`src/rtl/vint_decoder.sv`:
```
module vint_decoder #(
  parameter int LINE_W = 10,
  parameter int SLOT_W = 5,
  parameter int HALF_A = 262,
  parameter int HALF_B = 312
) (
  input  logic              clk,
  input  logic              rst_n,
  input  logic              mode_625,
  input  logic              field,
  input  logic [LINE_W-1:0] line,
  input  logic [SLOT_W-1:0] slot,
  output logic              vdrive,
  output logic              vdrive_short,
  output logic              vblank,
  output logic              mix_blank,
  output logic              beam_blank
);
  localparam int LW   = 1 << SLOT_W;
  localparam int FP_W = LINE_W + SLOT_W;
  localparam int SR_W = SLOT_W - 1;

  localparam logic [FP_W-1:0] WIN_BEG  = FP_W'(1);
  localparam logic [FP_W-1:0] VD_END1  = FP_W'(9 * LW + 2);
  localparam logic [FP_W-1:0] VD_END2  = FP_W'(9 * LW - 2);
  localparam logic [FP_W-1:0] VB_END1  = FP_W'(21 * LW + 2);
  localparam logic [FP_W-1:0] VB_END2  = FP_W'(21 * LW - 2);
  localparam logic [FP_W-1:0] SV_BEG   = FP_W'(3 * LW + 2);
  localparam logic [FP_W-1:0] SV_END   = FP_W'(6 * LW + 2);
  localparam logic [FP_W-1:0] SER_BEG  = FP_W'(2 * LW + LW / 2);
  localparam logic [FP_W-1:0] SER_END  = FP_W'(7 * LW);
  localparam logic [FP_W-1:0] F2_OFS_A = FP_W'(HALF_A * LW + LW / 2);
  localparam logic [FP_W-1:0] F2_OFS_B = FP_W'(HALF_B * LW + LW / 2);
  localparam logic [SLOT_W-1:0] HB_MIX  = SLOT_W'(6);
  localparam logic [SLOT_W-1:0] HB_BEAM = SLOT_W'(4);

  logic [FP_W-1:0] pos, f2_ofs, rel, vd_end, vb_end;
  logic in_vd, in_vb, in_sv, in_ser;

  assign pos    = {line, slot};
  assign f2_ofs = mode_625 ? F2_OFS_B : F2_OFS_A;
  assign rel    = field ? pos - f2_ofs : pos;
  assign vd_end = field ? VD_END2 : VD_END1;
  assign vb_end = field ? VB_END2 : VB_END1;

  assign in_vd  = rel >= WIN_BEG && rel < vd_end;
  assign in_vb  = rel >= WIN_BEG && rel < vb_end;
  assign in_sv  = rel >= SV_BEG && rel < SV_END;
  assign in_ser = rel >= SER_BEG && rel < SER_END && rel[SR_W-1:0] != '1;

  always_ff @(posedge clk or negedge rst_n) begin
    if (!rst_n) begin
      vdrive       <= 1'b0;
      vdrive_short <= 1'b0;
      vblank       <= 1'b0;
      mix_blank    <= 1'b0;
      beam_blank   <= 1'b0;
    end else begin
      vdrive       <= in_vd;
      vdrive_short <= in_sv;
      vblank       <= in_vb;
      mix_blank    <= in_vb || slot < HB_MIX;
      beam_blank   <= in_ser || slot < HB_BEAM;
    end
  end
endmodule

```
`config.mk`:
```
export PLATFORM = sky130hd
export DESIGN_NAME = vint_decoder
export DESIGN_NICKNAME = d
export VERILOG_FILES = /design/src/rtl/vint_decoder.sv
export SDC_FILE = /design/constraint.sdc
export NUM_CORES = 1
export LEC_CHECK = 0
export BUFFER_PORTS_ARGS = -buffer_cell sky130_fd_sc_hd__buf_2
export CAP_MARGIN = 5
export CORE_ASPECT_RATIO = 1.2
export CORE_MARGIN = 4
export CORE_UTILIZATION = 51
export CTS_CLUSTER_SIZE = 20
export DETAILED_ROUTE_END_ITERATION = 10
export PLACE_DENSITY = 0.79
export SYNTH_ARGS = -nofsm -noshare
export SYNTH_HDL_FRONTEND = slang
export SYNTH_SLANG_ARGS = --single-unit
```
`constraint.sdc`:
```
create_clock -name clk -period 0.8 [get_ports clk]
set_input_delay 0 -clock clk [delete_from_list [all_inputs] [get_ports clk]]
set_output_delay 0 -clock clk [all_outputs]
set_load 0.02 [all_outputs]
```
==> metrics <==
wl on met1=1180 um; CP Data Arrival Time=2270 ps; CTS tree=done; Die W=45.0 um; fin cells=182; Nets=193; initial drt markers=66; synth cell count leaders=12 x nand2_1, 9 x nor2_1, 8 x ha_1, 6 x a21oi_1; clk buf depth=2; CTS clk-pin slew, worst paths=50 ps; share of layout cells above drive strength 1=47.9%; Slew Limit Headroom=65.2%; Final Cycle Share=268%; fill cell instance count of the final layout=68; Power Density=1140 nW/um^2; Final setup viols=5; Yosys top cell area share=15.0%; Rows=15; Internal Pwr Total=929 uW; worst path required time=930 ps; first-pass GRT wire length=4800 um; Top Metal Used=met4; Post-synth ARST share=100%; Reg power frac=16.9%; Post-synth EDFFs=0; maximum vdd drop=658 uV; drt wl/cell=19.8 um; detailed placement HPWL=2100 um; Main synth FF type=dfrtp_1; die height=52.3 um; GRT Total Usage=27.4%; initial antenna violation count=0; Final ANT Viol Nets=0; syn avg cell area=7.81 um^2; cell taking the most area after synthesis=dfrtp_1; Critical Path Fanout Max=5; Worst setup SP type=primary input; Worst-Margin Slew=517 ps; Mapped Nets=134; count leader, synth=nand2_1; dpl cells=174; switching power=642 uW; minimum clock period=2140 ps; H-tree lvl count=1; sequential area share after synthesis=15.0%; Crit Path Class=in2reg; PortBufs=23; Pre-antenna DRT Iters=4; total power=1570 uW; Vias/cell=6.53; Vias=1189; TritonCTS Sinks=5; failing checks=negative setup slack; Post-Syn Instances=107; Num CTS Buffers=3; WL met2=1850 um; I/O pin total=24; Comb power frac=63.2%; Routed met3 length=287 um; Starting Density=55.7%; outcome=complete, but fails checks; final worst setup slack=-1340 ps; Syn. warnings=0; Ant. Diodes=0; number of global-route vias before repair=1109; final hold vios=0; synth unique cells=42; Post-Route WL=3600 um; Sw Ratio=40.8%; Sequential Area=125 um^2; Die Area=2350 um^2; Clock Power Share=19.9%; DR DRC count=0; leakage power=0.000639 uW; Slew Limit Fails=0; Root Buffer=clkbuf_4; # Max-Cap Violations=0; crit path capture type=register; largest net degree at the start of global routing=17; Max Clk Rate=0.467 GHz; Area contributors post-synth=dfrtp_1 15%, ha_1 12%, nand2_1 5.4%; Final Wtd Congestion=0.929; crit path launch=mode_625; Synth Cell Area=836 um^2; P&R area growth vs syn=64.2%; Hold Path Class=in2async; Core Region=1500 um^2; footprint of the multi-input gates=798 um^2; FF+latch count, synth=5; unrepaired setup endpoints after global routing=true; Overflow after GRT=0
-- timing repair --
item                                    CTS  global route
cloned                                    0             0
endpoints found under the hold margin     5             0
pin swaps                                 2             3
hold buffers                              1             0
setup buffers                             3             0
endpoints found under the setup margin    5             5
resized for setup                         6             6
-- routing by layer --
| metal | GRT usage [%] | up-vias |
|---|---|---|
| met2 | 51.7 | 94 |
| met3 | 6.87 | 36 |
| met4 | 12.7 | 0 |
| met1 | 26.7 | 530 |
| li1 | - | 529 |
| met5 | 0 | - |
-- logic make-up after synthesis --
kind of cell / share of synthesized area, %
AOI/OAI and AO/OA: 31.9
xor gates and xnor gates: 5.24
adders and majority gates: 12.0
buffers and inverters: 4.04
DFF: 15.0
muxes: 3.74
and+or+nand+nor: 28.1
-- final cells by class --
cell class                 instances  area share, %
clock buffer                       4           1.91
inverter                           4           1.37
multi-input combinational         95           58.2
sequential                         5           9.12
tap                               17           1.55
timing repair buffer              57           27.9
-- final timing paths --
path | end | slack, ps | depth (start not counted)
worst min-delay path | vdrive_short$_DFF_PN0_ | 100 | 2
max in group asynchronous | beam_blank$_DFF_PN0_ | 570 | 2
min in group clk | mix_blank$_DFF_PN0_ | 190 | 4
worst max-delay path | beam_blank$_DFF_PN0_ | -1340 | 11
-- power groups by stage --
stage / registers [uW] / logic (uW) / clock network, uW
2_1_floorplan: 280 / 462 / 0
3_3_place_gp: 268 / 785 / 0
3_5_place_dp: 269 / 819 / 0
4_1_cts: 265 / 881 / 307
5_1_grt: 266 / 1060 / 336
6_report: 265 / 993 / 313
-- per-stage QoR --
step	setup TNS, ps	setup WS (ps)	utilization (%)	hold WS (ps)	instance area [um^2]
after floorplan	-5750	-1180	-	-296	900
after global placement	-7200	-1470	82.8	-189	1240
after detailed placement	-7350	-1530	82.8	-183	1240
after CTS	-5760	-1200	88.8	92.6	1330
after global routing	-7050	-1470	91.4	94.9	1370
final	-6380	-1340	91.4	95.1	1370
-- critical path, stage by stage --
cell and delay [ps]:
buf_8 90, clkinvlp_4 150, ha_4 320, buf_4 120, or2_2 110, buf_4 110, o21ai_0 110, o21ai_0 270
a21oi_1 120, or4_4 600, o41ai_4 270
-- registers in the layout, indices dropped and copies added (netlist names) --
register / flops
vdrive: 1
beam_blank: 1
vdrive_short: 1
vblank: 1
mix_blank: 1
-- layout by cell type (no fill, tap or decap), types with 2 or more instances in the layout --
master     instances
buf_4             33
buf_2             22
nand2_1           12
nor2_1             8
o21a_1             5
dfrtp_1            5
nor3_1             4
a21oi_1            4
ha_1               4
ha_4               4
inv_1              3
nor2b_1            3
o2111ai_1          3
o21ai_0            3
xor2_1             3
clkbuf_4           3
xnor2_1            2
or2_2              2
o211ai_1           2
a21o_1             2
nor4_1             2
mux2i_1            2
nor3b_1            2
Power figures use the tool's default switching activity.
